==> src/rtl/fcc_pkg.sv <==
package fcc_pkg;
  // Per-frame verdict, bit 0 = first .. bit 4 = crc_bad
  typedef struct packed {
    logic crc_bad;
    logic ooo;
    logic dup;
    logic gap;
    logic first;
  } fcc_flags_t;
endpackage

==> src/rtl/fcc_seq_track.sv <==
module fcc_seq_track #(
  parameter int FW    = 16,
  parameter int SID_W = 2
) (
  input  logic                clk,
  input  logic                rst_n,
  input  logic                hdr_en,
  input  logic [SID_W-1:0]    sid,
  input  logic [FW-1:0]       fid,
  output fcc_pkg::fcc_flags_t cls,
  output logic [FW-1:0]       missing
);
  localparam int NS = 1 << SID_W;

  logic [NS-1:0] seen_v;
  logic [FW-1:0] last_v [NS];
  logic [FW-1:0] diff;
  logic          adv;

  // Classification of the incoming header against the stream's record
  always_comb begin
    diff    = fid - last_v[sid];
    cls     = '0;
    missing = '0;
    adv     = 1'b0;
    if (!seen_v[sid]) begin
      cls.first = 1'b1;
      adv       = 1'b1;
    end else if (diff == '0) begin
      cls.dup = 1'b1;
    end else if (diff == FW'(1)) begin
      adv = 1'b1;
    end else if (!diff[FW-1]) begin
      cls.gap = 1'b1;
      missing = diff - FW'(1);
      adv     = 1'b1;
    end else begin
      cls.ooo = 1'b1;
    end
  end

  for (genvar s = 0; s < NS; s++) begin : g_stream
    logic          wr_en;
    logic          seen_r;
    logic [FW-1:0] last_r;

    assign wr_en = hdr_en && adv && (sid == SID_W'(s));

    always_ff @(posedge clk or negedge rst_n) begin
      if (!rst_n) begin
        seen_r <= 1'b0;
        last_r <= '0;
      end else if (wr_en) begin
        seen_r <= 1'b1;
        last_r <= fid;
      end
    end

    assign seen_v[s] = seen_r;
    assign last_v[s] = last_r;
  end
endmodule

==> config.mk <==
export PLATFORM = sky130hd
export DESIGN_NAME = fcc_seq_track
export DESIGN_NICKNAME = d
export VERILOG_FILES = /design/src/rtl/fcc_pkg.sv /design/src/rtl/fcc_seq_track.sv
export SDC_FILE = /design/constraint.sdc
export NUM_CORES = 1
export LEC_CHECK = 0
export ABC_AREA = 1
export CAP_MARGIN = 20
export CORE_MARGIN = 5
export CORE_UTILIZATION = 56
export CTS_CLUSTER_SIZE = 20
export DETAILED_ROUTE_END_ITERATION = 8
export PLACE_DENSITY = 0.78
export SKIP_LAST_GASP = 1
export SYNTH_ARGS = -nofsm -noshare
export SYNTH_HDL_FRONTEND = slang
export SYNTH_SLANG_ARGS = --single-unit
export TNS_END_PERCENT = 1
==> constraint.sdc <==
create_clock -name clk -period 8.4 [get_ports clk]
set_clock_uncertainty 0.15 [all_clocks]
set_input_delay 0.84 -clock clk [delete_from_list [all_inputs] [get_ports clk]]
set_output_delay 0.84 -clock clk [all_outputs]
set_load 0.005 [all_outputs]
# Word level (Yosys, flattened, before mapping)
# Cells that the tools add are included.
[totals]
out_inout_bits = 21
ff_bits = 68
[op_classes]
order_cmp = 2
mux = 21
eq_ne = 4
add_sub_neg = 2
bitwise_logic = 1
reduce_logical = 7
[ops]
columns = ["cell", "count"]
rows = [
  ["2-to-1 mux 16 bit", 6],
  ["binary-select mux 16 bit (select 2 bit)", 1],
  ["== test 16 x 1 -> 1 bit (second input constant)", 1],
  ["logical NOT 16 bit", 1],
  ["subtractor 16 x 1 -> 16 bit (second input constant)", 1],
  ["subtractor 16 bit", 1],
  ["2-to-1 mux 1 bit", 12],
  ["logical AND 1 bit", 5],
  ["== test 2 bit (second input constant)", 2],
  [">= comparator 3 bit (second input constant)", 1],
  ["< comparator 2 x 3 -> 1 bit (second input constant)", 1],
  ["2-to-1 mux 3 bit", 1],
  ["inverter 2 -> 3 bit", 1],
  ["binary-select mux 1 bit (select 2 bit)", 1],
  ["== test 2 x 1 -> 1 bit (second input constant)", 1],
  ["logical NOT 2 bit", 1],
]

# Longest topological paths before layout
# Gate-level depths: netlist of run 1.
[depth]
word_depth = 11
depth_mapped = 24

# Worst setup path before layout of run 1
# OpenSTA, ideal clock, no wires.
[synth_timing]
kind = "input to output"
start = "input port sid[0]"
end = "output port missing[0]"
arrival_time_ns = 3.584
path_slack_ns = 3.826
stages = 18
path_cell_list = "nor2_1 clkbuf_1 a22oi_1 nand2_1 ha_1 inv_1 fa_1 nand3_1 nand2_1 nand2_1 nand3b_1 nand2_1 nand3_1 nor2_2 nand3_1 nand3_2 buf_2 nor2_1"
[synth_between]
elab_chain_cells = 10
elab_cells_between_ends = 14
[synth_rtl]
columns = ["item", "line", "text"]
rows = [
  ["from (decl)", "fcc_seq_track.sv:8", "input logic [SID_W-1:0] sid,"],
  ["inverter 2 -> 3 bit (not written as such)", "fcc_seq_track.sv:22", "diff = fid - last_v[sid];"],
  ["binary-select mux 16 bit (select 2 bit)", "fcc_seq_track.sv:22", ""],
  ["2-to-1 mux 16 bit (not written as such) (2 in series)", "fcc_seq_track.sv:22", ""],
  ["subtractor 16 bit", "fcc_seq_track.sv:22", ""],
  ["subtractor 16 x 1 -> 16 bit", "fcc_seq_track.sv:35", "missing = diff - FW'(1);"],
  ["2-to-1 mux 16 bit", "fcc_seq_track.sv:33", "end else if (!diff[FW-1]) begin"],
  ["2-to-1 mux 16 bit", "fcc_seq_track.sv:31", "end else if (diff == FW'(1)) begin"],
  ["2-to-1 mux 16 bit", "fcc_seq_track.sv:29", "end else if (diff == '0) begin"],
  ["2-to-1 mux 16 bit *", "fcc_seq_track.sv:26", "if (!seen_v[sid]) begin"],
  ["to (decl)", "fcc_seq_track.sv:11", "output logic [FW-1:0] missing"],
]
# Every way passes the cells marked *; elsewhere a longest branch is shown, timed or not. The select of a mux whose other input is x is not followed.

# Final worst setup path of run 1
[layout_timing]
start = "input port sid[1]"
end = "output port missing[5]"
# Same word-level chain as after synthesis.

==> run metrics, run 1 <==
outcome finished, final reports clean; die width approximately 100 um; initial antenna violation count 0; Final Setup Violations 0; post-CTS setup buffers 0; Compound-Gate Fraction of Synth Area roughly 6.7%; critical path type primary input to primary output; Port Buffer Count 40; worst vdd ir 0.000160 V; Tot Pwr approximately 1.8 mW; max-cap viol count 0; clock buffer count from CTS 9; xor-xnor portion of the synthesized cell area 2.70%; number of synthesized flops with an enable pin 0; Starting Density 58.0%; Layout fillers 720; Row Count 33; share of layout cells above drive strength 1 10.5%; Area Overhead vs Synth 13.4%; Bufs on Longest Clock Path 2; htree depth 3; DR vias approximately 4600; routed wire length 12200 um; RSZ-0062 raised after global routing false; DRT iter0 DRCs 360; Hold-fix buffers, CTS 0; clock slew at reported path FFs 70 ps; leak pwr approximately 2.8 nW; ys async rst share 100%; CP max-delay cell clkdlybuf4s50_1; wire length per cell 15.3 um; total number of yosys warnings 0; total negative slack 0 ps; adder-cell area share of the yosys netlist around 5%; register bit count reported by yosys between 60 and 70; core footprint 8300 sq um; dpl hpwl 8050 um; main combinational cell family by area after synthesis simple AND/OR/NAND/NOR gates; most used cell, CP nand2_1; die footprint approximately 11000 sq um; io pins 42; largest net degree at the start of global routing slightly below 70; fin crit share roughly 70%; Final Hold Viols 0; Hold Path Class flop to flop; minimum clock period 6050 ps; global-route wire length before repair 20700 um; FF-to-FF Start g_stream[0].last_r[1]; crit path capture type primary output; mean area per synthesized cell 7.27 sq um; worst-skew pair later-pin latency 350 ps; proportion of synthesized area in mux cells 0%; GRT Total Usage 24.5%; CP Launch Point sid[1]; post-DR vias/cell roughly 5.7; Netlist Area Pre-Place approximately 4800 sq um; WL met3 724 um; Fmax between 150 and 200 MHz; sequential area share after synthesis 35.3%; dpl ws 2420 ps; First-pass DRT Iterations 5; CTS tree built; worst slew pin tran 868 ps; Hold Path Origin g_stream[3].seen_r; CP Max Fanout 21; TritonCTS Sinks 68; Post-Synth Simple-Gate Area 41.3%; Bufs and invs on worst path 4; Post-Syn Nets 702; Critical Path Source Type primary input; met2 wire length 5540 um; global placement routability congestion 0.903; vias in the first global route 4334; most common cell after layout, fill and taps aside nand2_1; Final nets 727; P per Cell Area 339 nW/um^2; DRC Markers 0; WP data arrival 5060 ps; CP required around 7400 ps; ANT nets after route 0; final worst slack 2350 ps; Top Family by Delay on Critical Path simple AND/OR/NAND/NOR gates; Slew HR between 40 and 50%; antenna diode count 0; most frequent cells in the layout nand2_1 (232), nand4_1 (68), dfrtp_1 (68); Top Metal Used met4; CP Cell Sequence clkdlybuf4s50_1 -> inv_2 -> nor2_2 -> buf_4 -> a221oi_1 -> ha_1 -> nand2_1 -> nor2_1 -> and2_1 -> nand2_1 -> nand3b_1 -> nand2_1 -> nand2_1 -> nor2_4 -> nand3_1 -> nand3_2 -> nor3_1 -> clkdlybuf4s50_1; Overflow after GRT 0; CTS root buffer clkbuf_8; Main synth FF type dfrtp_1; post-synthesis cell count approximately 660; largest stage delay on the critical path about 600 ps; height of the die 103 um; synth unique cells 32; Routed met1 length 5550 um; fin. max-slew vios 0; cts repair resizes 0
[area by class of cell]
type / instances / area, sq um / share of cell area (%)
multi-input combinational: 494 / 2690 / 49.3
sequential: 68 / 1700 / 31.2
timing repair buffer: 47 / 455 / 8.34
inverter: 67 / 251 / 4.61
clock buffer: 10 / 138 / 2.52
tap: 105 / 131 / 2.41
clock inverter: 6 / 87.6 / 1.60
[metrics by stage]
stage / utilization (%) / area (sq um) / hold slack (ps) / cells
floorplan: - / 4810 / 272 / 662
global placement: 62.8 / 5210 / 285 / 780
detailed placement: 62.8 / 5210 / 303 / 780
CTS: 65.5 / 5440 / 322 / 796
global route: 65.8 / 5460 / 344 / 797
finish: 65.8 / 5460 / 320 / 797
[routing by layer]
metal,vias to the layer above,GRT usage (%)
met3,21,4.26
met5,-,0
met4,0,9.99
li1,2239,-
met2,152,38.2
met1,2148,33.9
[kinds of logic after synthesis]
kind of cell / after synthesis
compound gates: 41
fa+ha+maj: 19
flops: 68
other cells: 1
buf+inv: 100
xor+xnor: 14
simple gates: 419
[cells in the mapped netlist (all sizes together), types with 2 or more instances]
| master | instances | area share [%] |
|---|---|---|
| buf | 18 | 2.4 |
| a21oi | 9 | 0.94 |
| a221oi | 15 | 2.7 |
| nand2 | 260 | 22 |
| dfrtp | 68 | 35 |
| nand3b | 5 | 0.78 |
| nand3 | 27 | 2.9 |
| and2 | 3 | 0.39 |
| nand4 | 73 | 11 |
| xor2 | 7 | 1.4 |
| inv | 67 | 5.2 |
| nor2 | 48 | 4.1 |
| a22o | 14 | 2.5 |
| clkbuf | 15 | 1.2 |
| a22oi | 2 | 0.31 |
| ha | 18 | 4.7 |
| nor3 | 3 | 0.42 |
| xnor2 | 7 | 1.3 |
[registers in the layout, summed over array words and instances, names as in the netlist]
signal           flops
g_stream.last_r     64
g_stream.seen_r      4
[path summary, 6_finish.rpt]
kind	endpoint	slack, ps	depth (start not counted)
setup reg to reg	g_stream[2].last_r[4]	4870	17
min in group asynchronous	g_stream[0].last_r[2]	530	2
max in group asynchronous	g_stream[2].last_r[11]	7000	2
setup / recovery	missing[5]	2350	18
hold reg to reg	g_stream[3].seen_r	320	2
hold / removal	g_stream[3].seen_r	320	2
[worst register-to-register path, stage by stage, from the launching register on]
cell and delay, ps:
dfrtp_1 390, a22o_1 240, a221oi_1 370, fa_1 350, nand3_1 120, nand2_1 120
nand2_1 80, nand2_1 60, nand2_1 40, nand2_1 130, nand3_1 190, nor2_2 260
nand3_1 160, nand2_1 110, nand2_2 190, buf_12 270, nand4_1 120, nand2_1 80
[report_power, final]
| part | internal (mW) | leakage [nW] | switching, mW |
|---|---|---|---|
| Combinational | 0.396 | 1.90 | 0.583 |
| Clock | 0.175 | 0.116 | 0.129 |
| Sequential | 0.475 | 0.834 | 0.0916 |
Note: power is estimated with default switching activity, not from simulation.
==> inputs of run 2 (changes only) <==
--- a/config.mk
+++ b/config.mk
@@ -8,10 +8,10 @@
 export ABC_AREA = 1
 export CAP_MARGIN = 20
 export CORE_MARGIN = 5
-export CORE_UTILIZATION = 56
+export CORE_UTILIZATION = 53
 export CTS_CLUSTER_SIZE = 20
 export DETAILED_ROUTE_END_ITERATION = 8
-export PLACE_DENSITY = 0.78
+export PLACE_DENSITY = 0.77
 export SKIP_LAST_GASP = 1
 export SYNTH_ARGS = -nofsm -noshare
 export SYNTH_HDL_FRONTEND = slang
==> constraint.sdc (replaced) <==
create_clock -name clk -period 5 [get_ports clk]
set_clock_uncertainty 0.15 [all_clocks]
set_input_delay 0.5 -clock clk [delete_from_list [all_inputs] [get_ports clk]]
set_output_delay 0.5 -clock clk [all_outputs]
set_load 0.005 [all_outputs]
==> run 2 against run 1 <==
Against the previous run:
- design area increased by 1.6%
- first-iteration DRC count decreased by 5.8%
- critical path depth grew 2
- worst setup slack worse by 2000 ps
- global-route usage shrank 2.1 points
==> run metrics, run 2 (synthesis results as in run 1) <==
die footprint between 10000 and 15000 sq um; total negative slack 0 ps; Hold Path Class flop to flop; routed wire length about 12000 um; leak pwr 2.90 nW; final worst slack 340 ps; TritonCTS Sinks 68; Area Overhead vs Synth 15.2%; share of layout cells above drive strength 1 11.4%; GRT Total Usage 22.4%; minimum clock period approximately 4700 ps; fin util a little over three fifths; FF-to-FF Start g_stream[0].last_r[10]; Port Buffer Count 40; crit path capture type primary output; initial antenna violation count 0; ANT nets after route 0; fin. max-slew vios 0; worst vdd ir approximately 0.00027 V; DRC Markers 0; global placement routability congestion 0.923; dpl ws -104 ps; height of the die 105 um; Final Hold Viols 0; Critical Path Source Type primary input; P per Cell Area roughly 560 nW/um^2; clock buffer count from CTS 9; Slew HR approximately half; dpl hpwl 8860 um; worst slew pin tran 749 ps; largest net degree at the start of global routing between 60 and 70; First-pass DRT Iterations 5; Logic pwr share 54.6%; DRT iter0 DRCs roughly 340; vias in the first global route 4242; most frequent cells in the layout nand2_1 (232), nand4_1 (68), dfrtp_1 (68); post-DR vias/cell between 5 and 6; CTS tree built; Final nets 734; htree depth 3; core footprint 8810 sq um; worst-skew pair later-pin latency 340 ps; clock slew at reported path FFs 70 ps; Biggest register g_stream.last_r; fin crit share 93.2%; DR vias 4631; CP Cell Sequence dlymetal6s2s_1 -> nand2_1 -> inv_1 -> buf_12 -> a22o_1 -> a221oi_1 -> ha_1 -> nand2_1 -> nor2_1 -> nand3_1 -> nand3_1 -> nand2_1 -> nand2_1 -> nand2_1 -> nor2_2 -> nand3_1 -> nand3_2 -> buf_4 -> nor2_1 -> clkdlybuf4s50_1; Starting Density 54.7%; outcome finished, final reports clean; Top Family by Delay on Critical Path simple AND/OR/NAND/NOR gates; CP max-delay cell clkdlybuf4s50_1; wire length per cell 15.5 um; WP data arrival 4010 ps; Worst Hold End g_stream[3].seen_r; FF-to-FF path depth 19; FF-to-FF setup slack 1430 ps; RSZ-0062 raised after global routing false; Overflow after GRT 0; Regs by FF count g_stream.last_r: 64 flops, g_stream.seen_r: 4 flops; P_int 1.73 mW; Fmax 215 MHz; Row Count 34; max-cap viol count 0; clock share of power 14.5%; Worst path depth 20; Bufs on Longest Clock Path 2; Bufs and invs on worst path 5; antenna diode count 0; CP required 4350 ps; Final Setup Violations 0; Cells on Worst Hold Path 2; io pins 42; Hold Path Origin g_stream[3].seen_r; most common cell after layout, fill and taps aside nand2_1; die width 105 um; CTS root buffer clkbuf_8; Min Hold Slack about 300 ps; Flop pwr share 31.0%; global-route wire length before repair 20700 um; switch share between 40% and 50%; most used cell, CP nand2_1; RR Endpoint g_stream[2].last_r[5]; max reg flops 64; CP Max Fanout 29; critical path type primary input to primary output; largest stage delay on the critical path 440 ps; Sw Pwr 1.37 mW
## run 2: area by class of cell
type,count,area [sq um]
Tap cell,108,135
Multi-Input combinational cell,494,2710
Fill cell,764,3260
Timing Repair Buffer,54,553
Sequential cell,68,1700
Clock buffer,12,145
Inverter,67,251
Clock inverter,4,48.8
## run 2: power by group through the flow
stage                     logic [mW]  registers, mW  clock network (mW)
after floorplan                 1.19          0.923                   0
after detailed placement        1.66          0.962                   0
after global placement          1.61          0.951                   0
after global routing            1.89          0.983               0.480
final                           1.69          0.959               0.449
after CTS                       1.68          0.955               0.452
## run 2: repair_timing
item | 4_1_cts | 5_1_grt
buffers inserted | 1 | 0
endpoints found under the setup margin | 2 | 17
hold buffers | 1 | 0
hold endpoints to repair | 8 | 0
resized for setup | 2 | 3
pin swaps | 1 | 1
## run 2: tightest hold or removal path: cells and delay by family (launching register included)
kind                   cells  cell delay, ps
buffers and inverters      1              50
AND/OR/NAND/NOR            1              60
flip-flops                 1             320
## run 2: how the worst max path moves through the flow
stage | startpoint | to
floorplan | sid[0] | missing[0]
global placement | sid[0] | missing[12]
detailed placement | sid[0] | missing[12]
CTS | sid[0] | missing[12]
global route | sid[0] | missing[12]
finish | sid[0] | missing[12]
## run 2: stage by stage
stage | area, sq um | power [mW] | std cells
floorplan | 4810 | 2.12 | 662
global placement | 5310 | 2.56 | 789
detailed placement | 5310 | 2.62 | 789
CTS | 5530 | 3.09 | 807
global route | 5540 | 3.36 | 807
finish | 5540 | 3.10 | 807
## run 2: routing by layer
metal  up-vias  global-route usage [%]  wire, um  share of wire (%)
met3        12                    3.61       847                6.8
met5         -                       0         0                  0
met2       166                    35.9      5850                 47
met1      2203                    31.6      5660                 45
li1       2250                       -         -                  -
met4         0                    6.19       136                1.1
